File: src/rtl/dseq_pkg.sv
package dseq_pkg;

    typedef enum logic [1:0] {
        ST_IDLE = 2'b00,
        ST_ACT  = 2'b01,
        ST_RFR  = 2'b10,
        ST_PRE  = 2'b11
    } seq_st_e;

    typedef struct packed {
        logic s_edge;
        logic m_edge;
    } edge_t;

    localparam logic [1:0] RAS_ALL_OFF = 2'b11;
    localparam logic [1:0] RAS_ALL_ON  = 2'b00;

    // strobe pattern for a given sequencer state and bank
    function automatic logic [1:0] ras_pattern(seq_st_e st, logic bank);
        logic [1:0] p;
        case (st)
            ST_ACT:  p = bank ? 2'b01 : 2'b10;
            ST_RFR:  p = RAS_ALL_ON;
            default: p = RAS_ALL_OFF;
        endcase
        return p;
    endfunction

    function automatic int max3(int a, int b, int c);
        int m;
        m = (a > b) ? a : b;
        return (m > c) ? m : c;
    endfunction

endpackage

File: src/rtl/dseq_req_queue.sv
module dseq_req_queue import dseq_pkg::*; #(
    parameter int NSEL = 5
) (
    input  logic            clk2,
    input  logic            rst,
    input  logic            s_edge,
    input  logic [NSEL-1:0] sel_n,
    input  logic            accept_now,
    input  logic            clr_now,
    output logic            req_now,
    output logic            pend_q
);

    assign req_now = s_edge && (sel_n == '0);

    always_ff @(posedge clk2) begin
        if (rst) begin
            pend_q <= 1'b0;
        end else if (req_now && !pend_q && !accept_now) begin
            pend_q <= 1'b1;
        end else if (clr_now) begin
            pend_q <= 1'b0;
        end
    end

    // a held request is not lost until its access is launched and aged
    assert_pend_holds_R2: assert property (@(posedge clk2) disable iff (rst)
        (pend_q && !clr_now) |=> pend_q);

    // the clear point drops a set flag
    assert_pend_clears_R2: assert property (@(posedge clk2) disable iff (rst)
        (pend_q && clr_now) |=> !pend_q);

    // nothing is queued away from a start edge
    assert_no_mid_queue_R1: assert property (@(posedge clk2) disable iff (rst)
        (!s_edge && !pend_q) |=> !pend_q);

endmodule

File: src/rtl/dseq_ref_latch.sv
module dseq_ref_latch import dseq_pkg::*; (
    input  logic clk2,
    input  logic rst,
    input  logic m_edge,
    input  logic refresh_req,
    input  logic ref_take,
    output logic ref_pend
);

    always_ff @(posedge clk2) begin
        if (rst) begin
            ref_pend <= 1'b0;
        end else if (m_edge && refresh_req) begin
            ref_pend <= 1'b1;
        end else if (ref_take) begin
            ref_pend <= 1'b0;
        end
    end

    // a request seen at a middle edge is remembered
    assert_ref_capture_R5: assert property (@(posedge clk2) disable iff (rst)
        (m_edge && refresh_req) |=> ref_pend);

    // the latch only empties when the refresh is taken
    assert_ref_kept_R5: assert property (@(posedge clk2) disable iff (rst)
        (ref_pend && !ref_take) |=> ref_pend);

endmodule

File: src/rtl/dseq_core.sv
module dseq_core import dseq_pkg::*; #(
    parameter int ACC_CLKS      = 2,
    parameter int WR_EXTRA_CLKS = 1,
    parameter int REF_CLKS      = 2,
    parameter int PRE_CLKS      = 1
) (
    input  logic    clk2,
    input  logic    rst,
    input  logic    s_edge,
    input  logic    req_now,
    input  logic    pend_q,
    input  logic    ref_pend,
    input  logic    addr_b2,
    input  logic    wr_dir,
    output seq_st_e st_q,
    output seq_st_e nxt_st,
    output logic    bank_q,
    output logic    nxt_bank,
    output logic    accept_now,
    output logic    clr_now,
    output logic    ref_take
);

    localparam int ACC_WR_CLKS = ACC_CLKS + WR_EXTRA_CLKS;
    localparam int MAX_CLKS    = max3(ACC_WR_CLKS, REF_CLKS, PRE_CLKS);
    localparam int CW          = $clog2(MAX_CLKS + 1);

    localparam logic [CW-1:0] ACC_LAST    = CW'(ACC_CLKS - 1);
    localparam logic [CW-1:0] ACC_WR_LAST = CW'(ACC_WR_CLKS - 1);
    localparam logic [CW-1:0] REF_LAST    = CW'(REF_CLKS - 1);
    localparam logic [CW-1:0] PRE_LAST    = CW'(PRE_CLKS - 1);

    logic [CW-1:0] cnt_q, cnt_d;
    logic          wr_q, wr_d;
    logic          free;
    logic [CW-1:0] act_last;

    assign free     = (st_q == ST_IDLE) || ((st_q == ST_PRE) && (cnt_q == PRE_LAST));
    assign act_last = wr_q ? ACC_WR_LAST : ACC_LAST;

    always_comb begin
        nxt_st     = st_q;
        cnt_d      = cnt_q;
        nxt_bank   = bank_q;
        wr_d       = wr_q;
        accept_now = 1'b0;
        clr_now    = 1'b0;
        ref_take   = 1'b0;
        if (s_edge) begin
            if (free) begin
                cnt_d = '0;
                if (ref_pend) begin
                    nxt_st   = ST_RFR;
                    ref_take = 1'b1;
                end else if (pend_q || req_now) begin
                    nxt_st     = ST_ACT;
                    nxt_bank   = addr_b2;
                    wr_d       = 1'b0;
                    accept_now = !pend_q;
                end else begin
                    nxt_st = ST_IDLE;
                end
            end else begin
                case (st_q)
                    ST_ACT: begin
                        if (cnt_q == '0) begin
                            clr_now = 1'b1;
                            wr_d    = wr_dir;
                        end
                        if ((cnt_q != '0) && (cnt_q == act_last)) begin
                            nxt_st = ST_PRE;
                            cnt_d  = '0;
                        end else begin
                            cnt_d = cnt_q + 1'b1;
                        end
                    end
                    ST_RFR: begin
                        if (cnt_q == REF_LAST) begin
                            nxt_st = ST_PRE;
                            cnt_d  = '0;
                        end else begin
                            cnt_d = cnt_q + 1'b1;
                        end
                    end
                    ST_PRE: begin
                        cnt_d = cnt_q + 1'b1;
                    end
                    default: begin
                        nxt_st = ST_IDLE;
                        cnt_d  = '0;
                    end
                endcase
            end
        end
    end

    always_ff @(posedge clk2) begin
        if (rst) begin
            st_q   <= ST_IDLE;
            cnt_q  <= '0;
            bank_q <= 1'b0;
            wr_q   <= 1'b0;
        end else begin
            st_q   <= nxt_st;
            cnt_q  <= cnt_d;
            bank_q <= nxt_bank;
            wr_q   <= wr_d;
        end
    end

    // an access or refresh is always followed by precharge
    assert_exit_via_pre_R9: assert property (@(posedge clk2) disable iff (rst)
        (st_q == ST_ACT || st_q == ST_RFR) |=> (st_q == $past(st_q) || st_q == ST_PRE));

    // a pending refresh wins a free start edge
    assert_ref_wins_R5: assert property (@(posedge clk2) disable iff (rst)
        (s_edge && free && ref_pend) |=> (st_q == ST_RFR));

    // a read never outlasts its nominal length
    assert_read_len_R8: assert property (@(posedge clk2) disable iff (rst)
        (st_q == ST_ACT && !wr_q) |-> (cnt_q <= ACC_LAST));

    // the sequence only moves on start edges
    assert_state_on_start_R4: assert property (@(posedge clk2) disable iff (rst)
        (!s_edge) |=> $stable(st_q));

endmodule

File: src/rtl/dseq_strobe_out.sv
module dseq_strobe_out import dseq_pkg::*; (
    input  logic       clk2,
    input  logic       rst,
    input  logic       s_edge,
    input  logic       m_edge,
    input  seq_st_e    st_q,
    input  seq_st_e    nxt_st,
    input  logic       nxt_bank,
    output logic [1:0] ras_n,
    output logic       row_sel,
    output logic       mux_en_n
);

    always_ff @(posedge clk2) begin
        if (rst) begin
            ras_n    <= RAS_ALL_OFF;
            row_sel  <= 1'b1;
            mux_en_n <= 1'b0;
        end else begin
            if (s_edge) begin
                ras_n <= ras_pattern(nxt_st, nxt_bank);
            end
            if (m_edge) begin
                row_sel  <= (st_q != ST_ACT);
                mux_en_n <= (st_q == ST_RFR);
            end
        end
    end

    // strobes hold across middle edges
    assert_ras_start_only_R4: assert property (@(posedge clk2) disable iff (rst)
        m_edge |=> $stable(ras_n));

    // multiplexer controls hold across start edges
    assert_mux_mid_only_R4: assert property (@(posedge clk2) disable iff (rst)
        s_edge |=> ($stable(row_sel) && $stable(mux_en_n)));

    // the row address is presented when a strobe falls
    assert_row_at_fall_R6: assert property (@(posedge clk2) disable iff (rst)
        ($fell(ras_n[0]) || $fell(ras_n[1])) |-> row_sel);

    // a refresh under way has the multiplexer switched off
    assert_mux_off_refresh_R7: assert property (@(posedge clk2) disable iff (rst)
        (ras_n == RAS_ALL_ON && $past(ras_n) == RAS_ALL_ON) |-> mux_en_n);

endmodule

File: src/rtl/dram_ilv_seq.sv
module dram_ilv_seq import dseq_pkg::*; #(
    parameter int NSEL          = 5,
    parameter int ACC_CLKS      = 2,
    parameter int WR_EXTRA_CLKS = 1,
    parameter int REF_CLKS      = 2,
    parameter int PRE_CLKS      = 1
) (
    input  logic            clk2,
    input  logic            rst,
    input  logic            phase_mid,
    input  logic [NSEL-1:0] sel_n,
    input  logic            wr_dir,
    input  logic            addr_b2,
    input  logic            refresh_req,
    output logic [1:0]      ras_n,
    output logic            row_sel,
    output logic            mux_en_n,
    output logic            bank_q,
    output logic            pend_q
);

    edge_t   edg;
    logic    req_now;
    logic    accept_now;
    logic    clr_now;
    logic    ref_take;
    logic    ref_pend;
    logic    nxt_bank;
    seq_st_e st_q;
    seq_st_e nxt_st;

    assign edg.s_edge = !phase_mid;
    assign edg.m_edge = phase_mid;

    dseq_req_queue #(.NSEL(NSEL)) u_queue (
        .clk2       (clk2),
        .rst        (rst),
        .s_edge     (edg.s_edge),
        .sel_n      (sel_n),
        .accept_now (accept_now),
        .clr_now    (clr_now),
        .req_now    (req_now),
        .pend_q     (pend_q)
    );

    dseq_ref_latch u_ref (
        .clk2        (clk2),
        .rst         (rst),
        .m_edge      (edg.m_edge),
        .refresh_req (refresh_req),
        .ref_take    (ref_take),
        .ref_pend    (ref_pend)
    );

    dseq_core #(
        .ACC_CLKS      (ACC_CLKS),
        .WR_EXTRA_CLKS (WR_EXTRA_CLKS),
        .REF_CLKS      (REF_CLKS),
        .PRE_CLKS      (PRE_CLKS)
    ) u_core (
        .clk2       (clk2),
        .rst        (rst),
        .s_edge     (edg.s_edge),
        .req_now    (req_now),
        .pend_q     (pend_q),
        .ref_pend   (ref_pend),
        .addr_b2    (addr_b2),
        .wr_dir     (wr_dir),
        .st_q       (st_q),
        .nxt_st     (nxt_st),
        .bank_q     (bank_q),
        .nxt_bank   (nxt_bank),
        .accept_now (accept_now),
        .clr_now    (clr_now),
        .ref_take   (ref_take)
    );

    dseq_strobe_out u_out (
        .clk2     (clk2),
        .rst      (rst),
        .s_edge   (edg.s_edge),
        .m_edge   (edg.m_edge),
        .st_q     (st_q),
        .nxt_st   (nxt_st),
        .nxt_bank (nxt_bank),
        .ras_n    (ras_n),
        .row_sel  (row_sel),
        .mux_en_n (mux_en_n)
    );

    // an access opens exactly one bank
    assert_one_bank_R3: assert property (@(posedge clk2) disable iff (rst)
        (st_q == ST_ACT) |-> ($countones(ras_n) == 1));

    // the open bank matches the registered bank bit
    assert_bank_match_R3: assert property (@(posedge clk2) disable iff (rst)
        (st_q == ST_ACT) |-> (ras_n[bank_q] == 1'b0));

    // the bank bit does not move during an access
    assert_bank_held_R3: assert property (@(posedge clk2) disable iff (rst)
        (st_q == ST_ACT && $past(st_q) == ST_ACT) |-> $stable(bank_q));

    // a refresh drives both strobes
    assert_refresh_both_R5: assert property (@(posedge clk2) disable iff (rst)
        (st_q == ST_RFR) |-> (ras_n == RAS_ALL_ON));

    // both strobes high during precharge
    assert_pre_high_R9: assert property (@(posedge clk2) disable iff (rst)
        (st_q == ST_PRE) |-> (ras_n == RAS_ALL_OFF));

endmodule

File: config.mk
export PLATFORM = sky130hd
export DESIGN_NAME = dram_ilv_seq
export DESIGN_NICKNAME = d
export VERILOG_FILES = /design/src/rtl/dseq_pkg.sv /design/src/rtl/dseq_req_queue.sv /design/src/rtl/dseq_ref_latch.sv /design/src/rtl/dseq_core.sv /design/src/rtl/dseq_strobe_out.sv /design/src/rtl/dram_ilv_seq.sv
export SDC_FILE = /design/constraint.sdc
export NUM_CORES = 1
export LEC_CHECK = 0
export BUFFER_PORTS_ARGS = -buffer_cell sky130_fd_sc_hd__buf_2
export CORE_UTILIZATION = 55
export CTS_BUF_LIST = sky130_fd_sc_hd__clkbuf_8
export DETAILED_ROUTE_END_ITERATION = 8
export PLACE_DENSITY = 0.93
export SETUP_SLACK_MARGIN = 0.4
export SYNTH_ARGS = -nofsm -noshare
export SYNTH_HDL_FRONTEND = slang
export SYNTH_SLANG_ARGS = --single-unit
File: constraint.sdc
create_clock -name clk2 -period 3.1 [get_ports clk2]
set_clock_uncertainty 0.15 [all_clocks]
set_input_delay 0.62 -clock clk2 [delete_from_list [all_inputs] [get_ports clk2]]
set_output_delay 0.62 -clock clk2 [all_outputs]
set_load 0.03 [all_outputs]
* Yosys cells after proc, flatten, opt, wreduce, memory -nomap -nowiden
Cells that the tools add are included.
** Cells by class
- $add $sub $neg :: 1
- Equal/unequal tests :: 10
- Mux-type cells :: 38
- Bitwise gates (word level) :: 1
- Reductions and logical operators :: 20
** Operator list (count)
- 1-bit two-way mux :: 25
- 2-bit two-way mux :: 10
- 2-bit case mux with 3 select lines :: 2
- 2-bit nonzero test :: 5
- 2-bit by 1-bit == test with 1-bit output (second input constant) :: 3
- 2-bit == test (second input constant) :: 3
- 1-bit logical AND :: 6
- 5-bit zero test :: 1
- 5-bit AND reduction :: 1
- 2-bit zero test :: 2
- 2-bit != test (second input constant) :: 2
- 2-bit case mux with 2 select lines :: 1
- 1-bit zero test :: 3
- 2-bit by 1-bit adder with 2-bit output (second input constant) :: 1
- 2-bit == test :: 1
- 1-bit logical OR :: 2
- 2-bit by 1-bit != test with 1-bit output (second input constant) :: 1
- 1-bit NOT :: 1
** Word-level totals
- Register bits :: 12
- Input bits :: 11
- Output and inout port bits :: 6
- Word-level logic and storage cells :: 79

* Logic depth before layout (Yosys ltp)
Gate-level depths: netlist of the first run.
- Depth after elaboration :: 10
- Mapped depth :: 7

* Hierarchy
From an unflattened synthesis of the first run, not the netlist that was laid out.
** Unflattened totals
- Cell total of the unflattened synthesis :: 81
- Area total of the unflattened synthesis :: 750.7 µm²
** Modules (own cells, without submodules)
- dseq_core :: instances 1, cells each 53, area an instance 467.9 µm²
- dseq_strobe_out :: instances 1, cells each 17, area an instance 173.9 µm²
- dseq_req_queue :: instances 1, cells each 6, area an instance 66.3 µm²
- dseq_ref_latch :: instances 1, cells each 4, area an instance 38.8 µm²
- dram_ilv_seq :: instances 1, cells each 1, area an instance 3.8 µm²

* Worst setup path after synthesis of the first run
No wires, ideal clock.
- Path type :: input to register
- From :: input port phase_mid
- To :: register u_out.ras_n[1]
- Data arrival time :: 1.789 ns
- Data required time :: 2.871 ns
- Setup slack :: 1.082 ns
- Stages on the path :: 5
- Buffers on the path :: 0
- Cells stage by stage :: nor4_4 -> a21oi_2 -> nor4_2 -> mux2_1 -> o211ai_1
** On the way
- Cells in the longest elaborated chain, start to end :: 9
- Elaborated cells between the ends (all ways) :: 15
- Those cells by class :: eq/ne (2); mux (10); reduce/logical (3)
** Ends and longest elaborated chain
- start: declaration :: line dram_ilv_seq.sv:10 : input logic phase_mid,
- 1-bit zero test :: line dram_ilv_seq.sv:32 : assign edg.s_edge = !phase_mid;
- 1-bit logical AND :: line dseq_req_queue.sv:14 : assign req_now = s_edge && (sel_n == '0);
- 1-bit logical OR :: line dseq_core.sv:55 : end else if (pend_q || req_now) begin
- 1-bit two-way mux :: line dseq_core.sv:55
- 2-bit two-way mux / 1-bit two-way mux (equally long branches) :: line dseq_core.sv:52 : if (ref_pend) begin
- 2-bit two-way mux / 1-bit two-way mux (equally long branches) :: line dseq_core.sv:50 : if (free) begin
- 2-bit two-way mux / 1-bit two-way mux (equally long branches) :: line dseq_core.sv:49 : if (s_edge) begin
- 2-bit == test, or another cell as far along :: line dseq_pkg.sv:21 : case (st)
- 2-bit case mux with 2 select lines :: line dseq_pkg.sv:21
- end signal: assignment :: line dseq_strobe_out.sv:21 : ras_n <= ras_pattern(nxt_st, nxt_bank);
- end: declaration :: line dseq_strobe_out.sv:9 : output logic [1:0] ras_n,
Parallel ways exist; a longest one is shown, timed or not.
A chain may end at the register's enable or synchronous reset.

* Final worst setup path of the first run
Same ends and word-level chain as after synthesis.

==> metrics.cfg, run 1 <==
[min_path]
holdPathStages = 2
hold_start = u_core.wr_q
hold_end = u_core.wr_q
hp-class = flip-flop to flip-flop

[setup_path]
setup.worst_path.start = phase_mid
cp.arrival_ps = 2200
slowest_stage = nor4_4
crit_type = input port to flip-flop
worst_r2r_startpoint = u_core.cnt_q[0]
start_kind = input port
crit_path_end_kind = flip-flop
r2r_setup_slack_ps = 1080
max_stage_delay_ps = 370
cp_cell_sequence = buf_2, nor4_4, a21oi_2, nor4_2, mux2_1, o211ai_1
r2r_end = u_core.cnt_q[0]
r2r_cells = 7
required_ps = 3110
critPathMaxFanout = 21

[power_and_ir_drop]
leakage_nw = 0.329
irDropWorstVdd_mv = 0.371
total_power_uw = 352
powerDensity_nw_per_um2 = 416

[timing]
clock.fmax_mhz = 456
period_minus_slack_ps = 2190
worst-slew-pin-transition_ps = 405
rsz0062_at_grt = false
setup_viol = 0
slew_headroom_pct = 73.0
setup_ws_ps = 908
tns_ps = 0
final-max-slew-violation-count = 0
hold_viol_final = 0
timing.final.crit_share_pct = 70.7
whs_ps = 350

[layout]
nFillCells = 107
num-nets-final = 113
multi_input_area_um2 = 442
ff_latch_area_um2 = 240
drive_gt1_share_pct = 25.8
final_util_pct = 65.7
antenna-diode-count = 0
finalInstanceArea_um2 = 845
area_growth_pct = 11.2
fin_cells = 112

[routing]
detail-route-antenna-nets = 0
avgRoutedWirePerCell_um = 14.0
num_vias = 664
drt-initial-drc-count = 13
first_pass_iters = 4
routed_wl_um = 1570
drc_errors = 0
avgViaCountPerCell = 5.93

[clock_network]
clock_path_buffers = 2
htreeDepth = 1
post_cts_resized = 0
clkSinkCount = 12
cts_hold_buf = 0
cts_buffers = 3
cts_tree = built
clkLatencyLatePin_ps = 240
path_clk_slew_ps = 50
cts_setup_buffers = 0
root_buffer = clkbuf_8

[global_route]
antenna_found_initial = 0
grt_pass1_wl_um = 2260
grt_util_all_layers_pct = 22.9
grt_max_degree = 22
grt_overflow = 0
grt_pass1_vias = 532

[floorplan]
io_pins = 17
core_area_um2 = 1280
die_w_um = 39.2
initial_core_util_pct = 59.1
num_rows = 13
die_y_um = 39.2
die_area_um2 = 1530

[logic_synthesis]
syn_area_um2 = 759
syn_avg_cell_area_um2 = 9.15
netlist_instances = 83
synth_seq_cells = 12
ys_seq_area_share_pct = 31.6
ys_warn_count = 0
synth_nets = 97
yosys.cell_types.count = 41

[place]
portBuffers = 16
hpwlAfterDp_um = 1110
post-place-ws_ps = 672
placed_area_um2 = 803
gp_congestion = 0.784
numPlacedInstances = 109

[outcome]
status = completed

[run]
drv_cap = 0

==> worst max-delay path by stage <==
stage	end	slack [ps]
finish	u_out.ras_n[1]	910
global route	u_out.ras_n[1]	790
CTS	u_out.ras_n[1]	900
detailed placement	u_out.ras_n[1]	670
global placement	u_out.ras_n[1]	770
floorplan	u_out.ras_n[1]	1080
==> cell usage after synthesis, drive strengths merged <==
| library cell | instances | area (µm²) |
|---|---|---|
| nor2 | 7 | 26.3 |
| and3b | 1 | 8.76 |
| a21oi | 8 | 55.1 |
| dfxtp | 12 | 240 |
| o2bb2ai | 1 | 8.76 |
| nor3 | 1 | 5.00 |
| ha | 3 | 37.5 |
| a211oi | 1 | 7.51 |
| or3 | 1 | 6.26 |
| nand2 | 4 | 15.0 |
| mux2 | 1 | 11.3 |
| o21ai | 5 | 25.0 |
| a211o | 1 | 8.76 |
| a31oi | 1 | 6.26 |
| o32ai | 1 | 8.76 |
| and2 | 1 | 8.76 |
| inv | 6 | 22.5 |
| nor4b | 1 | 8.76 |
| a21o | 2 | 15.0 |
| nand3b | 2 | 15.0 |
| or4 | 1 | 7.51 |
| o211ai | 2 | 15.0 |
| or3b | 1 | 8.76 |
| buf | 4 | 42.5 |
| o41a | 1 | 11.3 |
| or2 | 1 | 6.26 |
| a221oi | 1 | 8.76 |
| o21bai | 1 | 7.51 |
| nor2b | 2 | 12.5 |
| nand2b | 2 | 12.5 |
| dlymetal6s2s | 1 | 12.5 |
| a222oi | 1 | 10.0 |
| nor4 | 2 | 33.8 |
| mux2i | 3 | 30.0 |
==> state kept, by name (all words and copies together), names as in the netlist <==
register / cells
u_core.bank_q: 1
u_core.cnt_q: 2
u_core.st_q: 2
u_core.wr_q: 1
u_out.mux_en_n: 1
u_out.ras_n: 2
u_out.row_sel: 1
u_queue.pend_q: 1
u_ref.ref_pend: 1
==> cell type report <==
class	count	area share [%]
multi-input cells	60	52.3
inverters	6	2.67
well taps	15	2.22
flip-flops and latches	12	28.4
repair buffers	16	9.48
clock buffers	3	4.89
==> cells by family (layout without fill, tap and decap cells) <==
kind of cell | count (synthesis) | in the layout | synth area share (%)
compound gates | 26 | 26 | 24.7
fa+ha+maj | 3 | 3 | 4.94
buf+inv | 11 | 25 | 10.2
flops | 12 | 12 | 31.6
mux | 4 | 4 | 5.44
simple gates | 27 | 27 | 23.1
==> critical path: cells and delay by family <==
family	cells	cell delay (ps)
buffers and inverters	1	220
multiplexers	1	360
AO/OA/AOI/OAI	2	290
AND/OR/NAND/NOR	2	710
==> layout by cell type (no fill, tap or decap), types with 2 or more instances in the layout <==
cell      synthesis  layout
inv_1             5       5
clkbuf_8          0       3
mux2i_1           3       3
nand3b_1          2       2
ha_1              3       3
nor2b_1           2       2
o21ai_0           3       3
a21oi_1           6       6
a21o_1            2       2
nand2_1           4       4
o21ai_1           2       2
dfxtp_1          12      12
o211ai_1          2       2
nand2b_1          2       2
nor2_1            7       7
buf_2             1      16
==> layer usage <==
layer / vias up / track usage, % / wire [µm]
met5: - / 0 / 0
met4: 0 / 12.9 / 34
met3: 6 / 8.67 / 102
met2: 23 / 32.5 / 702
met1: 308 / 29.2 / 731
li1: 327 / - / -
==> power by group <==
part	internal, mW	leakage (nW)	total (mW)	switching [mW]
registers	0.160	0.0978	0.165	0.00534
logic	0.0186	0.210	0.0468	0.0282
clock network	0.0854	0.0216	0.140	0.0546
Note: power is estimated with default switching activity, not from simulation.
==> inputs of run 2 (changes only) <==
--- a/config.mk
+++ b/config.mk
@@ -6,10 +6,10 @@
 export NUM_CORES = 1
 export LEC_CHECK = 0
 export BUFFER_PORTS_ARGS = -buffer_cell sky130_fd_sc_hd__buf_2
-export CORE_UTILIZATION = 55
+export CORE_UTILIZATION = 54
 export CTS_BUF_LIST = sky130_fd_sc_hd__clkbuf_8
 export DETAILED_ROUTE_END_ITERATION = 8
-export PLACE_DENSITY = 0.93
+export PLACE_DENSITY = 0.92
 export SETUP_SLACK_MARGIN = 0.4
 export SYNTH_ARGS = -nofsm -noshare
 export SYNTH_HDL_FRONTEND = slang
==> constraint.sdc (replaced) <==
create_clock -name clk2 -period 2.1 [get_ports clk2]
set_clock_uncertainty 0.15 [all_clocks]
set_input_delay 0.42 -clock clk2 [delete_from_list [all_inputs] [get_ports clk2]]
set_output_delay 0.42 -clock clk2 [all_outputs]
set_load 0.03 [all_outputs]
==> metrics.cfg, run 2 (synthesized netlist as in run 1, its figures left out) <==
[layout]
final_util_pct = 85.6
antenna-diode-count = 0
finalInstanceArea_um2 = 1110
area_growth_pct = 46.6
top_regs = u_core.cnt_q (2), u_core.st_q (2), u_out.ras_n (2)
final_cell_mix = buf_2 (14), buf_4 (11), dfxtp_1 (8)
num-nets-final = 128
drive_gt1_share_pct = 52.7
fin_cells = 127
final_common_cell = buf_2

[power_and_ir_drop]
leakage_nw = 0.437
switching_share_pct = 27.5
switching_power_uw = 155
p_clk_share_pct = 37.2
p_comb_share_pct = 19.6
powerDensity_nw_per_um2 = 506
intPower_uw = 409
irDropWorstVdd_mv = 0.417
sequentialPowerShare_pct = 43.2

[routing]
num_vias = 871
drt-initial-drc-count = 91
avgRoutedWirePerCell_um = 22.3
routed_wl_um = 2830
drc_errors = 0
first_pass_iters = 5
avgViaCountPerCell = 6.86
detail-route-antenna-nets = 0

[timing]
hold_viol_final = 0
timing.final.crit_share_pct = 90.5
final-max-slew-violation-count = 0
tns_ps = 0
rsz0062_at_grt = true
period_minus_slack_ps = 1900
worst-slew-pin-transition_ps = 324
setup_viol = 0
slew_headroom_pct = 78.2
clock.fmax_mhz = 526

[setup_path]
crit_path_end_kind = flip-flop
start_kind = flip-flop
required_ps = 2120
cp.arrival_ps = 1920
crit_type = flip-flop to flip-flop
critPathMaxFanout = 4

[floorplan]
num_rows = 13
die_y_um = 39.5
die_area_um2 = 1560
initial_core_util_pct = 58.4
io_pins = 17
die_w_um = 39.5
core_area_um2 = 1300

[global_route]
grt_util_all_layers_pct = 32.1
grt_max_degree = 21
grt_overflow = 0
antenna_found_initial = 0
grt_pass1_wl_um = 3220
grt_pass1_vias = 694

[run]
drv_cap = 0

[clock_network]
cts_buffers = 3
cts_hold_buf = 0
clkLatencyLatePin_ps = 240
cts_tree = built
path_clk_slew_ps = 50
root_buffer = clkbuf_8
htreeDepth = 1
clkSinkCount = 12
clock_path_buffers = 2

[place]
placed_area_um2 = 816
numPlacedInstances = 110
portBuffers = 16
gp_congestion = 0.826
hpwlAfterDp_um = 1090

[min_path]
hp-class = input port to flip-flop

[outcome]
status = completed

==> run 2: area by class of cell <==
cell class / instances / area (µm²)
sequential: 12 / 250
timing repair buffer: 31 / 220
fill: 57 / 188
multi-input combinational: 60 / 556
clock buffer: 3 / 41.3
inverter: 6 / 27.5
tap: 15 / 18.8
==> run 2: path summary, 6_finish.rpt <==
kind	startpoint	endpoint	slack, ps	cells after the start
worst min-delay path	wr_dir	u_core.wr_q	320	3
worst max register to register	u_core.cnt_q[0]	u_core.cnt_q[0]	200	8
worst min register to register	u_out.ras_n[1]	u_out.ras_n[1]	360	2
worst max-delay path	u_core.cnt_q[0]	u_core.cnt_q[0]	200	8
==> run 2: what timing repair did <==
action                                 CTS  global route
resized for setup                        6            27
setup buffers                            6             8
pin swaps                                4            16
setup endpoints to repair                7             9
endpoints found under the hold margin    0             0
==> run 2: power groups by stage <==
stage                     clock network [mW]  logic (mW)  registers [mW]
after floorplan                            0      0.0465           0.253
after global placement                     0      0.0677           0.247
after detailed placement                   0      0.0700           0.247
after CTS                              0.202      0.0779           0.242
after global routing                   0.222       0.114           0.244
final                                  0.210       0.110           0.244
==> run 2: layer usage <==
layer	track usage, %	wire length [µm]	up-vias
met4	17.2	153	0
li1	-	-	362
met1	35.0	1110	403
met3	5.11	259	21
met5	0	0	-
met2	57.8	1300	85
==> run 2: critical path, stage by stage (launching register included) <==
cell     delay (ps)
dfxtp_4         360
inv_4            70
ha_4            150
buf_4           110
a21o_1          140
buf_6           130
a21oi_1          70
or4_1           510
a21oi_2         130
==> run 2: metrics by stage <==
stage          hold WS (ps)  worst slack [ps]  power, mW
4_1_cts                 320               261      0.523
3_5_place_dp            331              57.1      0.317
5_1_grt                 324               156      0.579
2_1_floorplan           310               282      0.299
3_3_place_gp            320               121      0.315
6_report                316               199      0.564
